===== src/rtl/srt2_pkg.sv =====
package srt2_pkg;

   // signed quotient digit, one-hot over its nonzero values
   typedef enum logic [1:0] {
      DIG_ZERO = 2'b00,
      DIG_POS  = 2'b01,
      DIG_NEG  = 2'b10
   } sdig_t;

   typedef enum logic [1:0] {
      PH_IDLE = 2'b00,
      PH_ITER = 2'b01,
      PH_FIN  = 2'b10
   } phase_t;

   // width of the leading slice of each doubled remainder vector that feeds selection
   localparam int EST_W = 4;

endpackage


===== src/rtl/srt2_digit_sel.sv =====
module srt2_digit_sel
   import srt2_pkg::*;
(
   input  logic [EST_W-1:0] s_top,
   input  logic [EST_W-1:0] c_top,
   output logic [EST_W-1:0] est,
   output sdig_t            dig
);

   // estimate in half units: 3 integer bits and one fraction bit
   assign est = s_top + c_top;

   always_comb begin
      if (!est[EST_W-1])
         dig = DIG_POS;                     // estimate >= 0
      else if (est == {EST_W{1'b1}})
         dig = DIG_ZERO;                    // estimate == -1/2
      else
         dig = DIG_NEG;                     // estimate <= -1
   end

endmodule


===== src/rtl/srt2_csa_step.sv =====
module srt2_csa_step
   import srt2_pkg::*;
#(
   parameter int W = 28
) (
   input  logic [W-1:0]     s_cur,
   input  logic [W-1:0]     c_cur,
   input  logic [W-1:0]     dx,
   output sdig_t            dig,
   output logic [EST_W-1:0] est,
   output logic [W-1:0]     s_nx,
   output logic [W-1:0]     c_nx
);

   logic [W-1:0] a2, b2, addend;
   logic [W-2:0] cy;
   logic         cin;

   // doubled remainder, both vectors shifted alone (arithmetic mod 2^W)
   assign a2 = {s_cur[W-2:0], 1'b0};
   assign b2 = {c_cur[W-2:0], 1'b0};

   srt2_digit_sel u_sel (
      .s_top (a2[W-1 -: EST_W]),
      .c_top (b2[W-1 -: EST_W]),
      .est   (est),
      .dig   (dig)
   );

   // +1 subtracts the divisor (invert plus carry-in), -1 adds it, 0 adds nothing
   always_comb begin
      unique case (dig)
         DIG_POS: addend = ~dx;
         DIG_NEG: addend = dx;
         default: addend = '0;
      endcase
   end
   assign cin = (dig == DIG_POS);

   for (genvar i = 0; i < W; i++) begin : g_fa
      assign s_nx[i] = a2[i] ^ b2[i] ^ addend[i];
      if (i < W - 1) begin : g_cy
         assign cy[i] = (a2[i] & b2[i]) | (a2[i] & addend[i]) | (b2[i] & addend[i]);
      end
   end

   assign c_nx = {cy, cin};

endmodule


===== src/rtl/srt2_quot_acc.sv =====
module srt2_quot_acc
   import srt2_pkg::*;
#(
   parameter int N = 24
) (
   input  logic         clk,
   input  logic         rst_n,
   input  logic         clr,
   input  logic         shift,
   input  sdig_t        dig,
   output logic [N-1:0] qpos,
   output logic [N-1:0] qneg
);

   always_ff @(posedge clk or negedge rst_n) begin
      if (!rst_n) begin
         qpos <= '0;
         qneg <= '0;
      end else if (clr) begin
         qpos <= '0;
         qneg <= '0;
      end else if (shift) begin
         qpos <= {qpos[N-2:0], dig == DIG_POS};
         qneg <= {qneg[N-2:0], dig == DIG_NEG};
      end
   end

   AST_DIGIT_EXCLUSIVE: assert property (@(posedge clk) disable iff (!rst_n)
      shift |=> !(qpos[0] && qneg[0]));

endmodule


===== src/rtl/srt2_finish.sv =====
module srt2_finish #(
   parameter int N = 24,
   parameter int W = N + 4
) (
   input  logic         clk,
   input  logic         rst_n,
   input  logic         fire,
   input  logic [W-1:0] s_in,
   input  logic [W-1:0] c_in,
   input  logic [N-1:0] qpos,
   input  logic [N-1:0] qneg,
   input  logic [N-1:0] dvs,
   output logic         done_o,
   output logic [N-1:0] quo_o,
   output logic [N-1:0] rem_o
);

   logic [W-1:0] rsum, rfix, dx;
   logic [N:0]   qraw, qfix;
   logic         neg;

   assign dx   = {3'b000, dvs, 1'b0};
   assign rsum = s_in + c_in;
   assign neg  = rsum[W-1];
   assign rfix = neg ? rsum + dx : rsum;
   assign qraw = {1'b0, qpos} - {1'b0, qneg};
   assign qfix = qraw - {{N{1'b0}}, neg};

   always_ff @(posedge clk or negedge rst_n) begin
      if (!rst_n) begin
         done_o <= 1'b0;
         quo_o  <= '0;
         rem_o  <= '0;
      end else begin
         done_o <= fire;
         if (fire) begin
            quo_o <= qfix[N-1:0];
            rem_o <= rfix[N:1];
         end
      end
   end

   AST_FIX_FITS: assert property (@(posedge clk) disable iff (!rst_n)
      fire |-> (rfix[W-1:N+1] == '0 && !rfix[0] && !qfix[N]));
   AST_REM_BELOW_DIV: assert property (@(posedge clk) disable iff (!rst_n)
      done_o |-> rem_o < dvs);
   AST_QUO_FLOOR: assert property (@(posedge clk) disable iff (!rst_n)
      done_o |-> (quo_o[N-1] || quo_o[N-2]));
   AST_DONE_PULSE: assert property (@(posedge clk) disable iff (!rst_n)
      done_o |=> !done_o);
   AST_HOLD_RESULT: assert property (@(posedge clk) disable iff (!rst_n)
      !fire |=> ($stable(quo_o) && $stable(rem_o)));

endmodule


===== src/rtl/srt2_divider.sv =====
module srt2_divider
   import srt2_pkg::*;
#(
   parameter int N = 24
) (
   input  logic         clk,
   input  logic         rst_n,
   input  logic         start,
   input  logic [N-1:0] dividend,
   input  logic [N-1:0] divisor,
   output logic         busy,
   output logic         done,
   output logic [N-1:0] quotient,
   output logic [N-1:0] remainder
);

   localparam int W  = N + 4;          // sign, 2 integer bits, N+1 fraction bits
   localparam int CW = $clog2(N);

   if (N < 4) begin : g_bad_width
      $error("srt2_divider: N must be at least 4");
   end

   phase_t           phase;
   logic [CW-1:0]    cnt;
   logic [W-1:0]     s_q, c_q, s_nx, c_nx, dx;
   logic [N-1:0]     dvs_q, qpos, qneg;
   logic [EST_W-1:0] est;
   sdig_t            dig;
   logic             take;

   assign take = start && (phase == PH_IDLE);
   assign busy = (phase != PH_IDLE);
   assign dx   = {3'b000, dvs_q, 1'b0};

   always_ff @(posedge clk or negedge rst_n) begin
      if (!rst_n) begin
         phase <= PH_IDLE;
         cnt   <= '0;
         s_q   <= '0;
         c_q   <= '0;
         dvs_q <= '0;
      end else begin
         unique case (phase)
            PH_IDLE: if (start) begin
               s_q   <= {4'b0000, dividend};   // dividend/2 in remainder units
               c_q   <= '0;
               dvs_q <= divisor;
               cnt   <= '0;
               phase <= PH_ITER;
            end
            PH_ITER: begin
               s_q <= s_nx;
               c_q <= c_nx;
               cnt <= cnt + 1'b1;
               if (cnt == CW'(N - 1)) phase <= PH_FIN;
            end
            PH_FIN:  phase <= PH_IDLE;
            default: phase <= PH_IDLE;
         endcase
      end
   end

   srt2_csa_step #(.W(W)) u_step (
      .s_cur (s_q),
      .c_cur (c_q),
      .dx    (dx),
      .dig   (dig),
      .est   (est),
      .s_nx  (s_nx),
      .c_nx  (c_nx)
   );

   srt2_quot_acc #(.N(N)) u_acc (
      .clk   (clk),
      .rst_n (rst_n),
      .clr   (take),
      .shift (phase == PH_ITER),
      .dig   (dig),
      .qpos  (qpos),
      .qneg  (qneg)
   );

   srt2_finish #(.N(N), .W(W)) u_fin (
      .clk    (clk),
      .rst_n  (rst_n),
      .fire   (phase == PH_FIN),
      .s_in   (s_q),
      .c_in   (c_q),
      .qpos   (qpos),
      .qneg   (qneg),
      .dvs    (dvs_q),
      .done_o (done),
      .quo_o  (quotient),
      .rem_o  (remainder)
   );

   AST_EST_RANGE: assert property (@(posedge clk) disable iff (!rst_n)
      (phase == PH_ITER) |-> ($signed(est) >= -5 && $signed(est) <= 3));
   AST_START_IGNORED: assert property (@(posedge clk) disable iff (!rst_n)
      (busy && start) |=> $stable(dvs_q));
   AST_DONE_IDLE: assert property (@(posedge clk) disable iff (!rst_n)
      done |-> (!busy && $past(busy)));

endmodule


===== config.mk =====
export PLATFORM = sky130hd
export DESIGN_NAME = srt2_divider
export DESIGN_NICKNAME = d
export VERILOG_FILES = /design/src/rtl/srt2_pkg.sv /design/src/rtl/srt2_digit_sel.sv /design/src/rtl/srt2_csa_step.sv /design/src/rtl/srt2_quot_acc.sv /design/src/rtl/srt2_finish.sv /design/src/rtl/srt2_divider.sv
export SDC_FILE = /design/constraint.sdc
export NUM_CORES = 1
export LEC_CHECK = 0
export BUFFER_PORTS_ARGS = -buffer_cell sky130_fd_sc_hd__buf_4
export CORE_ASPECT_RATIO = 1.25
export CORE_MARGIN = 1.5
export CORE_UTILIZATION = 50
export CTS_CLUSTER_SIZE = 12
export DETAILED_ROUTE_END_ITERATION = 6
export HOLD_SLACK_MARGIN = 0.06
export PLACE_DENSITY = 0.71
export SETUP_SLACK_MARGIN = 0.1
export SYNTH_ARGS = -nofsm -noshare
export SYNTH_HDL_FRONTEND = slang
export SYNTH_SLANG_ARGS = --single-unit

===== constraint.sdc =====
create_clock -name clk -period 5.1 [get_ports clk]
set_input_delay 0.255 -clock clk [delete_from_list [all_inputs] [get_ports clk]]
set_output_delay 0.255 -clock clk [all_outputs]
set_load 0.05 [all_outputs]

# After elaboration in Yosys (flattened, before gate mapping)
# Index checks and enable logic that the tools add are counted.
dict set report classes {
  addsub 6
  mul 0
  div_mod_pow 0
  order_cmp 0
  n_eq_ne 8
  n_shift 0
  muxes 17
  n_bitwise 185
  reduce_logical 8
}
# operator count
set op_table {}
lappend op_table {{case mux 28 bit (2 select lines)} 3}
lappend op_table {{two-way mux 24 bit} 4}
lappend op_table {{AND 1 bit} 78}
lappend op_table {{two-way mux 28 bit} 2}
lappend op_table {{XOR 1 bit} 54}
lappend op_table {{OR 1 bit} 52}
lappend op_table {{adder 28 bit} 1}
lappend op_table {{NOT 25 -> 28 bit} 1}
lappend op_table {{adder 25 bit} 1}
lappend op_table {{two-way mux 25 bit} 1}
lappend op_table {{subtractor 24 x 1 -> 24 bit} 1}
lappend op_table {{subtractor 24 bit} 1}
lappend op_table {{case mux 5 bit (2 select lines)} 1}
lappend op_table {{two-way mux 2 bit} 4}
lappend op_table {{AND reduction 2 bit} 3}
lappend op_table {{nonzero test 2 bit} 3}
lappend op_table {{adder 5 x 1 -> 5 bit, second input constant} 1}
lappend op_table {{equality test 5 bit, second input constant} 1}
lappend op_table {{two-way mux 5 bit} 1}
lappend op_table {{adder 4 bit} 1}
lappend op_table {{equality test 2 x 1 -> 1 bit, second input constant} 2}
lappend op_table {{equality test 2 bit, second input constant} 2}
lappend op_table {{equality test 4 bit, second input constant} 1}
lappend op_table {{inequality test 2 bit, second input constant} 2}
lappend op_table {{3 further kinds} 3}
dict set report word_totals {
  regBits 184
  latchBits 0
  ram_bits 0
  mem_bits_ro 0
  output_inout_bits 50
  memories 0
}

# Longest topological paths before layout
# Gate-level depths: netlist (run 1).
dict set report logic_depth {
  ltp_word 10
  mapped_depth 22
  ltp_nobuf 21
}

# Cells and area by module
# A second synthesis (run 1) with hierarchy kept.
dict set report unflattened {
  cells_unflattened 1450
  hier_area_um2 13057.5
}
# module n_inst cells_per_inst area_per_inst_um2 seq_area_each_um2
set by_module_without_submodules {}
lappend by_module_without_submodules {srt2_finish 1 723 5876.9 1226.2}
lappend by_module_without_submodules {srt2_divider 1 357 3804.9 2177.1}
lappend by_module_without_submodules {srt2_quot_acc 1 157 1985.7 1201.2}
lappend by_module_without_submodules {srt2_csa_step 1 200 1273.7 0.0}
lappend by_module_without_submodules {srt2_digit_sel 1 13 116.4 0.0}

# Worst setup path after synthesis (run 1)
# No wires, ideal clock.
dict set report synth_path {
  kind {flip-flop to flip-flop}
  start {reg s_q[2]}
  end {reg u_fin.quo_o[22]}
  setup_time_ns 0.129
  t_arrival_ns 4.621
  path_slack_ns 0.350
  stages_incl_launch_ff 22
  n_path_buf 1
  path_cell_list {dfrtp_1 > ha_1 > nand4_1 > a21oi_1 > nor3_1 > o31ai_1 > a31oi_1 > o21ai_1 > xnor2_1 > buf_2 > fa_1 > fa_1 > a21boi_0 > o21ba_2 > o21ai_0 > a21oi_1 > a221o_1 > o41a_1 > a41o_1 > o22ai_1 > xor2_1 > o21ai_1}
}
dict set report synth_between {
  elab_chain_cells 2
}
# item line_no
set synth_lines {}
lappend synth_lines {{start, declared} srt2_divider.sv:26} ;# logic [W-1:0] s_q, c_q, s_nx, c_nx, dx;
lappend synth_lines {{start signal, assigned} srt2_divider.sv:46} ;# s_q <= {4'b0000, dividend};
lappend synth_lines {{start signal, assigned} srt2_divider.sv:53} ;# s_q <= s_nx;
lappend synth_lines {{adder 28 bit} srt2_finish.sv:23} ;# assign rsum = s_in + c_in;
lappend synth_lines {{subtractor 24 x 1 -> 24 bit} srt2_finish.sv:27} ;# assign qfix = qraw - {{N{1'b0}}, neg};
lappend synth_lines {{end signal, assigned} srt2_finish.sv:37} ;# quo_o <= qfix[N-1:0];
lappend synth_lines {{end, declared} srt2_finish.sv:14} ;# output logic [N-1:0] quo_o,
# No other way between the ends.
# A chain may end at the register's enable or synchronous reset.

# Worst setup path after layout (run 1)
dict set report layout_path {
  start {reg s_q[3]}
  end {reg u_fin.quo_o[22]}
}
# The elaborated chain is that of the path after synthesis.

==> impl_metrics.env, run 1 <==
export IMPL_hp_start="dividend[9]"
export IMPL_synth_most_common_cell="nand2_1"
export IMPL_grt_pass1_wl_mm=48.60
export IMPL_slew_headroom_pct=38.72
export IMPL_worstReg2RegEnd="u_fin.quo_o[22]$_DFFE_PN0P_"
export IMPL_worst_pin_slew_ps=919.3
export IMPL_setup_tns_ps=0
export IMPL_synth_top_area_share_pct=38.32
export IMPL_yosys_most_used_dff="dfrtp_1"
export IMPL_vias=9909
export IMPL_seq_area_um2=4579
export IMPL_cts_tree="built"
export IMPL_clkSinkCount=183
export IMPL_grt_usage_pct=24.60
export IMPL_die_width_um=141.3
export IMPL_crit_fanout=5
export IMPL_routabilityCongestion=0.8872
export IMPL_cts_max_path_buffers=2
export IMPL_clock_latency_ps=450
export IMPL_post_route_util_pct=59.06
export IMPL_endpoint_kind="flip-flop"
export IMPL_first_pass_iters=6
export IMPL_arrival_ps=5090
export IMPL_crit_type="reg -> reg"
export IMPL_whs_path_depth=3
export IMPL_port_buffers=100
export IMPL_antenna_found_initial=0
export IMPL_maxCapViolCount=0
export IMPL_multi_input_area_um2=6775
export IMPL_ys_top_cells_by_count="nand2_1 (223), dfrtp_1 (183), o21ai_0 (146)"
export IMPL_syn_area_um2=11950
export IMPL_nets=1653
export IMPL_max_freq_mhz=209.0
export IMPL_synth_warnings=0
export IMPL_dieArea_um2=24840
export IMPL_finalWorstSetupSlack_ps=315.2
export IMPL_synth_top_cell_by_area="dfrtp_1"
export IMPL_rrSetupSlack_ps=320
export IMPL_synth_edff_count=0
export IMPL_rsz0062_at_grt="false"
export IMPL_rr_worst_depth=20
export IMPL_fill_cells=2103
export IMPL_gr_total_overflow=0
export IMPL_cts_root_buf="clkbuf_16"
export IMPL_startpoint_type="flip-flop"
export IMPL_syn_to_final_growth_pct=16.49
export IMPL_hpwl_mm=20.25
export IMPL_synth_cells=1376
export IMPL_netlist_top_cells_area="dfrtp_1 (38%), ha_1 (10%), nand2_1 (7.0%)"
export IMPL_grt_max_degree=91
export IMPL_ys_ff_latch=183
export IMPL_required_ps=5400
export IMPL_synth_nets=1552
export IMPL_drc=0
export IMPL_min_period_over_period_pct=93.82
export IMPL_htree_levels=4
export IMPL_drtIter0Drc=490
export IMPL_path_clk_slew_ps=80
export IMPL_r2r_start="s_q[3]$_DFFE_PN0P_"
export IMPL_min_period_ps=4785
export IMPL_wirelength_mm=29.20
export IMPL_io_pins=101
export IMPL_setup_viol=0
export IMPL_rows=63
export IMPL_grt_pass1_vias=9956
export IMPL_min_to="s_q[9]$_DFFE_PN0P_"
export IMPL_post_place_ws_ps=-65.78
export IMPL_slowest_delay_ps=400
export IMPL_fp_dieH_um=175.8
export IMPL_skew_ps=12.00
export IMPL_diodes=0
export IMPL_ant_nets=0
export IMPL_crit_chain="ha_1 > nand4_1 > a21oi_2 > nor3_4 > o31ai_4 > a31oi_2 > o21ai_2 > xnor2_2 > fa_1 > fa_1 > a21boi_0 > o21ba_2 > o21ai_1 > a21oi_1 > a221o_1 > o41a_1 > a41o_1 > o22ai_1 > xor2_1 > o21ai_1"
export IMPL_hold_path_class="in -> reg"
export IMPL_hold_viol=0
export IMPL_slowest_stage="dfrtp_1"
export IMPL_synthDistinctLibCells=64
export IMPL_numCtsBuffers=17
export IMPL_drive_above_1_share_pct=11.81
export IMPL_routedWlPerCell_um=16.38
export IMPL_avgSynthCellArea_um2=8.684
export IMPL_core_um2=23570
export IMPL_slew_viol_final=0
export IMPL_synth_seq_area_share_pct=38.32
export IMPL_status="complete, no violations"
export IMPL_synth_async_reset_ratio_pct=100.0
export IMPL_via_per_inst=5.561
export IMPL_start_util_pct=50.70
-- metal layers --
layer  wire length [um]  global-route usage (%)  share of wire, %
met3                813                   3.217               2.8
met1              12670                   29.79                43
met4                676                   8.333               2.3
met5                  0                       0                 0
met2              15030                   44.77                51
-- metrics by stage --
step / cell area [um^2] / hold WS [ps] / instances
floorplan: 11950 / -40.59 / 1376
detailed placement: 12990 / 370.6 / 1723
global placement: 12990 / 367.3 / 1723
CTS: 13850 / 74.44 / 1781
global route: 13920 / 78.93 / 1782
finish: 13920 / 82.96 / 1782
-- state kept, by name (all words and copies together) (netlist names) --
signal and flops:
cnt 5, phase 2, u_acc.qpos 24, s_q 28, u_acc.qneg 24, u_fin.done_o 1
dvs_q 24, c_q 27, u_fin.rem_o 24, u_fin.quo_o 24
-- critical path: cells and delay by family (launching register included) --
kind            cells  cell delay (ps)
flops               1              400
compound gates     13             2870
fa+ha+maj           3              820
xor+xnor            2              310
simple gates        2              240
-- cell type report --
class / count / area share (%)
multi-input combinational: 1006 / 48.67
sequential: 183 / 32.90
timing repair buffer: 141 / 8.117
inverter: 128 / 3.452
clock buffer: 19 / 3.254
tap: 292 / 2.625
clock inverter: 13 / 0.9798
-- worst max path at each step --
stage,end,from,slack [ps]
6_report,u_fin.quo_o[22]$_DFFE_PN0P_,s_q[3]$_DFFE_PN0P_,320
5_1_grt,u_fin.quo_o[22]$_DFFE_PN0P_,c_q[7]$_DFFE_PN0P_,110
4_1_cts,u_fin.quo_o[22]$_DFFE_PN0P_,c_q[8]$_DFFE_PN0P_,120
3_5_place_dp,u_fin.quo_o[22]$_DFFE_PN0P_,s_q[3]$_DFFE_PN0P_,-70
3_3_place_gp,u_fin.quo_o[22]$_DFFE_PN0P_,s_q[3]$_DFFE_PN0P_,40
2_1_floorplan,u_fin.quo_o[22]$_DFFE_PN0P_,s_q[2]$_DFFE_PN0P_,350
-- cells in the final DEF, fill, tap and decap left out, types with 3 or more instances in the layout --
master / synthesis / routed
a21boi_0: 5 / 5
buf_4: 1 / 114
a221o_1: 4 / 4
clkbuf_8: 0 / 3
xnor2_1: 39 / 37
nand2b_1: 9 / 7
nor2_1: 80 / 80
o21a_1: 8 / 8
a21o_1: 28 / 28
and4_1: 5 / 5
clkbuf_16: 0 / 17
and2_1: 5 / 4
inv_8: 0 / 4
nand4_1: 6 / 6
a211oi_1: 24 / 23
mux2i_1: 20 / 20
a21oi_2: 2 / 3
nand3b_1: 3 / 3
o21ai_1: 4 / 6
inv_1: 127 / 127
nand3_1: 56 / 56
or3_1: 6 / 6
xor2_1: 27 / 27
o31ai_1: 11 / 10
a21oi_1: 88 / 86
and3_1: 6 / 6
nand2_1: 223 / 222
inv_6: 0 / 3
nor2b_1: 8 / 7
ha_1: 96 / 95
o211ai_1: 5 / 5
nor3_1: 11 / 10
o21ai_0: 146 / 143
fa_1: 29 / 29
a31oi_1: 9 / 8
o21bai_1: 11 / 10
dfrtp_1: 183 / 183
dlygate4sd3_1: 0 / 26
-- what timing repair did --
action                     CTS  global route
pin swaps                    0             2
hold endpoints to repair   113             0
hold buffers                26             0
resized for setup            1            14
setup endpoints to repair    3             8
setup buffers                0             1
gates cloned                 0             0
-- kinds of logic (layout without fill, tap and decap cells) --
group	count (synthesis)	count (layout)	synth area share, %
AND/OR/NAND/NOR	428	428	15.68
AO/OA/AOI/OAI	367	367	18.60
buffers and inverters	187	301	5.979
flip-flops	183	183	38.32
adder cells (fa/ha/maj)	125	125	14.91
XOR/XNOR	66	66	4.838
multiplexers	20	20	1.675
Power of run 1 is not shown: default switching activity piles up to over one toggle a cycle in this logic, so the estimate is an artifact.
==> inputs of run 2 (changes only) <==
--- a/config.mk
+++ b/config.mk
@@ -6,13 +6,15 @@
 export NUM_CORES = 1
 export LEC_CHECK = 0
 export BUFFER_PORTS_ARGS = -buffer_cell sky130_fd_sc_hd__buf_4
+export CELL_PAD_IN_SITES_DETAIL_PLACEMENT = 0
+export CELL_PAD_IN_SITES_GLOBAL_PLACEMENT = 2
 export CORE_ASPECT_RATIO = 1.25
 export CORE_MARGIN = 1.5
-export CORE_UTILIZATION = 50
+export CORE_UTILIZATION = 34
 export CTS_CLUSTER_SIZE = 12
 export DETAILED_ROUTE_END_ITERATION = 6
 export HOLD_SLACK_MARGIN = 0.06
-export PLACE_DENSITY = 0.71
+export PLACE_DENSITY_LB_ADDON = 0.1
 export SETUP_SLACK_MARGIN = 0.1
 export SYNTH_ARGS = -nofsm -noshare
 export SYNTH_HDL_FRONTEND = slang
==> run 2 against run 1 <==
Against the previous run: register-to-register slack improved by 100 ps; utilization down 18 points; non-clock buffer count is 23 higher; sequential cell count is the same; clock skew barely moved; sequential share of layout area decreased by 0.90 points; count of clock-buffer cells in the layout did not move; die area grew 46%; via count down 1.4%; first-iteration DRC count is 16% lower; design area grew 2.8%.
==> impl_metrics.env, run 2 (synthesized netlist as in run 1, its figures left out) <==
export IMPL_syn_to_final_growth_pct=19.76
export IMPL_whs_path_depth=3
export IMPL_htree_levels=4
export IMPL_rows=76
export IMPL_status="complete, no violations"
export IMPL_start_util_pct=34.62
export IMPL_grt_usage_pct=19.02
export IMPL_skew_ps=12.20
export IMPL_top_register="s_q"
export IMPL_post_route_util_pct=41.46
export IMPL_setup_viol=0
export IMPL_rrSetupSlack_ps=420
export IMPL_fill_cells=3539
export IMPL_arrival_ps=4990
export IMPL_io_pins=101
export IMPL_min_to="s_q[18]$_DFFE_PN0P_"
export IMPL_ant_nets=0
export IMPL_required_ps=5410
export IMPL_port_buffers=100
export IMPL_diodes=0
export IMPL_cts_tree="built"
export IMPL_rsz0062_at_grt="true"
export IMPL_nets=1676
export IMPL_min_period_ps=4685
export IMPL_setup_tns_ps=0
export IMPL_die_width_um=170.7
export IMPL_hold_viol=0
export IMPL_top_regs="s_q: 28 flops, c_q: 27 flops"
export IMPL_maxCapViolCount=0
export IMPL_cts_root_buf="clkbuf_16"
export IMPL_hpwl_mm=22.70
export IMPL_startpoint_type="flip-flop"
export IMPL_fp_dieH_um=212.6
export IMPL_slew_viol_final=0
export IMPL_min_period_over_period_pct=91.86
export IMPL_vias=9766
export IMPL_grt_pass1_wl_mm=53.26
export IMPL_r2r_start="s_q[8]$_DFFE_PN0P_"
export IMPL_drtIter0Drc=413
export IMPL_largest_register_ffs=28
export IMPL_slowest_stage="dfrtp_1"
export IMPL_crit_fanout=4
export IMPL_grt_pass1_vias=9985
export IMPL_max_freq_mhz=213.4
export IMPL_cpMostUsedCell="o21ai_1"
export IMPL_numCtsBuffers=17
export IMPL_crit_type="reg -> reg"
export IMPL_hold_path_class="in -> reg"
export IMPL_via_per_inst=4.930
export IMPL_worst_pin_slew_ps=1060
export IMPL_final_common_cell="nand2_1"
export IMPL_endpoint_kind="flip-flop"
export IMPL_worstReg2RegEnd="u_fin.quo_o[22]$_DFFE_PN0P_"
export IMPL_crit_chain="ha_1 > a21oi_2 > nand3b_1 > nor3_2 > o31ai_2 > buf_4 > a31oi_2 > o21ai_1 > buf_4 > xnor2_2 > fa_2 > fa_1 > a21boi_1 > o21ba_2 > o21ai_1 > a21oi_2 > a221o_1 > o41a_1 > a41o_1 > o22ai_1 > xor2_1 > o21ai_1"
export IMPL_dieArea_um2=36280
export IMPL_wirelength_mm=32.53
export IMPL_core_um2=34520
export IMPL_slowest_delay_ps=390
export IMPL_path_clk_slew_ps=70
export IMPL_antenna_found_initial=0
export IMPL_holdWs_ps=84.86
export IMPL_slew_headroom_pct=29.30
export IMPL_drive_above_1_share_pct=12.82
export IMPL_final_cell_mix="nand2_1 (222), dfrtp_1 (183), o21ai_0 (141), buf_4 (130), inv_1 (127)"
export IMPL_rr_worst_depth=22
export IMPL_drc=0
export IMPL_routabilityCongestion=0.8035
export IMPL_first_pass_iters=5
export IMPL_hp_start="dividend[18]"
export IMPL_clock_latency_ps=460
export IMPL_clkSinkCount=183
export IMPL_gr_total_overflow=0
export IMPL_cts_max_path_buffers=2
export IMPL_routedWlPerCell_um=16.42
export IMPL_grt_max_degree=102
==> run 2: cell types whose count changed in the layout (fill, tap and decap cells not counted), sizes merged <==
cell,delta
buf,+16
bufinv,+1
clkinv,+2
clkinvlp,+2
dlygate4sd3,+7
inv,-5
==> run 2: timing repair <==
item	in CTS	in global routing
hold buffers	33	0
endpoints found under the setup margin	1	13
buffers inserted	0	2
endpoints found under the hold margin	125	0
gates resized for setup	1	18
pin swaps	0	3
==> run 2: critical path, delay by kind of cell (launching register included) <==
family | cells | cell delay (ps)
flops | 1 | 390
fa+ha+maj | 3 | 790
buf+inv | 2 | 320
xor+xnor | 2 | 330
simple gates | 2 | 330
compound gates | 13 | 2380
==> run 2: worst max-delay path by stage <==
stage	startpoint	end	slack, ps
floorplan	s_q[2]$_DFFE_PN0P_	u_fin.quo_o[22]$_DFFE_PN0P_	350
global placement	s_q[0]$_DFFE_PN0P_	u_fin.rem_o[23]$_DFFE_PN0P_	210
detailed placement	s_q[3]$_DFFE_PN0P_	u_fin.quo_o[22]$_DFFE_PN0P_	130
CTS	s_q[0]$_DFFE_PN0P_	u_fin.rem_o[23]$_DFFE_PN0P_	130
global route	c_q[8]$_DFFE_PN0P_	u_fin.quo_o[22]$_DFFE_PN0P_	70
finish	s_q[8]$_DFFE_PN0P_	u_fin.quo_o[22]$_DFFE_PN0P_	420
==> run 2: area by class of cell <==
| class | count | area [um^2] | share of cell area [%] |
|---|---|---|---|
| Inverter | 128 | 480.5 | 3.358 |
| Multi-Input combinational cell | 1006 | 6763 | 47.26 |
| Tap cell | 468 | 585.6 | 4.092 |
| Clock inverter | 13 | 148.9 | 1.040 |
| Sequential cell | 183 | 4579 | 32.00 |
| Timing Repair Buffer | 164 | 1320 | 9.224 |
| Clock buffer | 19 | 432.9 | 3.025 |
==> run 2: metrics by stage <==
stage,instances,instance area [um^2],setup WS (ps)
3_3_place_gp,1914,13320,211.7
5_1_grt,1981,14310,67.25
4_1_cts,1979,14240,126.1
2_1_floorplan,1376,11950,350.0
6_report,1981,14310,415.0
3_5_place_dp,1914,13320,130.8
==> run 2: layer usage <==
layer,share of wire [%],vias to the layer above,track usage [%]
met1,46,4678,24.06
li1,-,4932,-
met5,0,-,0
met2,50,129,33.43
met3,2.7,27,2.606
met4,1.6,0,5.767
Power of run 2 is left out for the same reason.
==> inputs of run 3 (changes only) <==
--- a/config.mk
+++ b/config.mk
@@ -5,12 +5,13 @@
 export SDC_FILE = /design/constraint.sdc
 export NUM_CORES = 1
 export LEC_CHECK = 0
+export ABC_AREA = 1
 export BUFFER_PORTS_ARGS = -buffer_cell sky130_fd_sc_hd__buf_4
 export CELL_PAD_IN_SITES_DETAIL_PLACEMENT = 0
 export CELL_PAD_IN_SITES_GLOBAL_PLACEMENT = 2
 export CORE_ASPECT_RATIO = 1.25
 export CORE_MARGIN = 1.5
-export CORE_UTILIZATION = 34
+export CORE_UTILIZATION = 33
 export CTS_CLUSTER_SIZE = 12
 export DETAILED_ROUTE_END_ITERATION = 6
 export HOLD_SLACK_MARGIN = 0.06
==> run 3 against run 2 <==
Against the previous run: via count increased by 14%; non-clock buffer count decreased by 21; synthesized area increased by 8.0%; design area increased by 5.6%.
==> impl_metrics.env, run 3 <==
export IMPL_setup_viol=0
export IMPL_drtIter0Drc=608
export IMPL_synth_nets=1864
export IMPL_synth_warnings=0
export IMPL_gr_total_overflow=0
export IMPL_syn_area_um2=12900
export IMPL_ant_nets=0
export IMPL_status="complete, no violations"
export IMPL_cts_root_buf="clkbuf_16"
export IMPL_grt_pass1_wl_mm=66.43
export IMPL_hpwl_mm=32.64
export IMPL_routabilityCongestion=0.8412
export IMPL_crit_fanout=34
export IMPL_wirelength_mm=41.88
export IMPL_min_period_ps=4293
export IMPL_worst_pin_slew_ps=1041
export IMPL_syn_to_final_growth_pct=17.12
export IMPL_critPathLaunch="s_q[23]$_DFFE_PN0P_"
export IMPL_cts_max_path_buffers=2
export IMPL_grt_max_degree=86
export IMPL_first_pass_iters=4
export IMPL_synth_async_reset_ratio_pct=100.0
export IMPL_min_period_over_period_pct=84.18
export IMPL_top_regs="s_q: 28 flops, c_q: 27 flops"
export IMPL_r2r_start="s_q[23]$_DFFE_PN0P_"
export IMPL_dieArea_um2=40290
export IMPL_synthDistinctLibCells=45
export IMPL_avgSynthCellArea_um2=7.642
export IMPL_largest_register_ffs=28
export IMPL_worstReg2RegEnd="u_fin.quo_o[22]$_DFFE_PN0P_"
export IMPL_top_register="s_q"
export IMPL_clock_latency_ps=470
export IMPL_maxCapViolCount=0
export IMPL_diodes=0
export IMPL_skew_ps=14.33
export IMPL_via_per_inst=4.844
export IMPL_slew_viol_final=0
export IMPL_rsz0062_at_grt="false"
export IMPL_core_um2=38340
export IMPL_synth_seq_area_share_pct=35.50
export IMPL_fp_dieH_um=224.1
export IMPL_fill_cells=4045
export IMPL_die_width_um=179.8
export IMPL_routedWlPerCell_um=18.14
export IMPL_post_cts_repair_setup_buffers=0
export IMPL_io_pins=101
export IMPL_numCtsBuffers=17
export IMPL_clkSinkCount=183
export IMPL_htree_levels=4
export IMPL_nets=1979
export IMPL_arrival_ps=4650
export IMPL_synth_most_common_cell="nand2_1"
export IMPL_drive_above_1_share_pct=10.57
export IMPL_synth_top_cell_by_area="dfrtp_1"
export IMPL_yosys_most_used_dff="dfrtp_1"
export IMPL_setup_tns_ps=0
export IMPL_grt_usage_pct=21.63
export IMPL_rr_worst_depth=22
export IMPL_path_clk_slew_ps=80
export IMPL_start_util_pct=33.65
export IMPL_startpoint_type="flip-flop"
export IMPL_crit_end="u_fin.quo_o[22]$_DFFE_PN0P_"
export IMPL_max_freq_mhz=232.9
export IMPL_hold_viol=0
export IMPL_synth_edff_count=0
export IMPL_synth_cells=1688
export IMPL_ys_ff_latch=183
export IMPL_required_ps=5450
export IMPL_crit_type="reg -> reg"
export IMPL_rows=80
export IMPL_grt_pass1_vias=11700
export IMPL_netlist_top_cells_area="dfrtp_1 (35%), nand2_1 (13%), ha_1 (9.3%)"
export IMPL_cts_tree="built"
export IMPL_ys_top_cells_by_count="nand2_1 (430), inv_1 (275), dfrtp_1 (183)"
export IMPL_endpoint_kind="flip-flop"
export IMPL_slew_headroom_pct=30.62
export IMPL_port_buffers=100
export IMPL_antenna_found_initial=0
export IMPL_hold_path_class="in -> reg"
export IMPL_rrSetupSlack_ps=810
export IMPL_vias=11181
export IMPL_drc=0
export IMPL_synth_top_area_share_pct=35.50
export IMPL_final_cell_mix="nand2_1 (428), inv_1 (274), dfrtp_1 (183), nor2_1 (110), buf_4 (106)"
export IMPL_final_common_cell="nand2_1"
-- run 3: cell count changes after synthesis, sizes merged, moves of 25 or more --
| cell | previous run | this run |
|---|---|---|
| nand2 | 223 | 438 |
| inv | 127 | 275 |
| o22ai | 1 | 67 |
| o21ai | 150 | 108 |
| nor2 | 80 | 113 |
| nand3 | 56 | 82 |
| a21o | 28 | 3 |
| clkbuf | 49 | 24 |
-- run 3: logic make-up after synthesis --
kind of cell	share of synthesized area (%)
buffers and inverters	9.825
and+or+nand+nor	21.78
DFF	35.50
adders and majority gates	13.81
xor gates and xnor gates	3.191
AOI/OAI and AO/OA	13.80
muxes	2.085
-- run 3: final cells by class --
cell class	count	area [um^2]	area share [%]
well taps	492	615.6	4.075
multi-input cells	1180	7068	46.78
clock inverters	13	188.9	1.251
clock buffers	19	442.9	2.932
inverters	278	1044	6.907
repair buffers	143	1170	7.743
flip-flops and latches	183	4579	30.31
-- run 3: stage by stage --
stage / std cells / setup slack, ps / hold slack, ps / util [%] / area, um^2
finish: 2308 / 807.0 / 83.36 / 39.41 / 15110
global route: 2308 / 367.8 / 84.41 / 39.41 / 15110
CTS: 2308 / 827.5 / 60.33 / 39.41 / 15110
detailed placement: 2240 / 848.3 / 370.4 / 36.82 / 14120
global placement: 2240 / 866.1 / 362.7 / 36.82 / 14120
floorplan: 1688 / 1535 / -40.59 / - / 12900
-- run 3: repair_timing --
item	CTS	global route
endpoints found under the hold margin	118	0
resized for setup	0	0
setup endpoints to repair	0	0
hold buffers	36	0
-- run 3: critical path: stages (launching register included) --
cell and delay, ps:
dfrtp_1 420, ha_1 230, inv_1 100, fa_1 170
inv_1 50, nand2_1 80, nand2_1 50, a21oi_1 160
nand2_1 90, a21oi_2 170, nand2_2 80, nand2_2 80
nand2_4 250, fa_1 500, fa_1 380, nand2_1 90
a21oi_1 130, o21a_1 240, o21ai_0 480, and2_1 200
o21ai_0 70, nand3_1 70, nand2_1 50
-- run 3: routing by layer --
layer  vias up  share of wire (%)  global-route usage, %
met5         -                  0                      0
met4         0                3.8                  9.677
met3        51                1.9                  2.309
met2       140                 54                  41.33
met1      5288                 40                  23.93
li1       5702                  -                      -
-- run 3: worst min-delay path by stage --
stage                  from             endpoint  slack, ps  cells past startpoint
6_report       dividend[11]  s_q[11]$_DFFE_PN0P_         80                      3
4_1_cts        dividend[11]  s_q[11]$_DFFE_PN0P_         60                      3
2_1_floorplan         rst_n   c_q[0]$_DFFE_PN0P_        -40                      0
3_5_place_dp          rst_n  s_q[15]$_DFFE_PN0P_        370                      1
5_1_grt         dividend[4]   s_q[4]$_DFFE_PN0P_         80                      3
3_3_place_gp          rst_n  c_q[15]$_DFFE_PN0P_        360                      1
Power of run 3 is left out for the same reason.
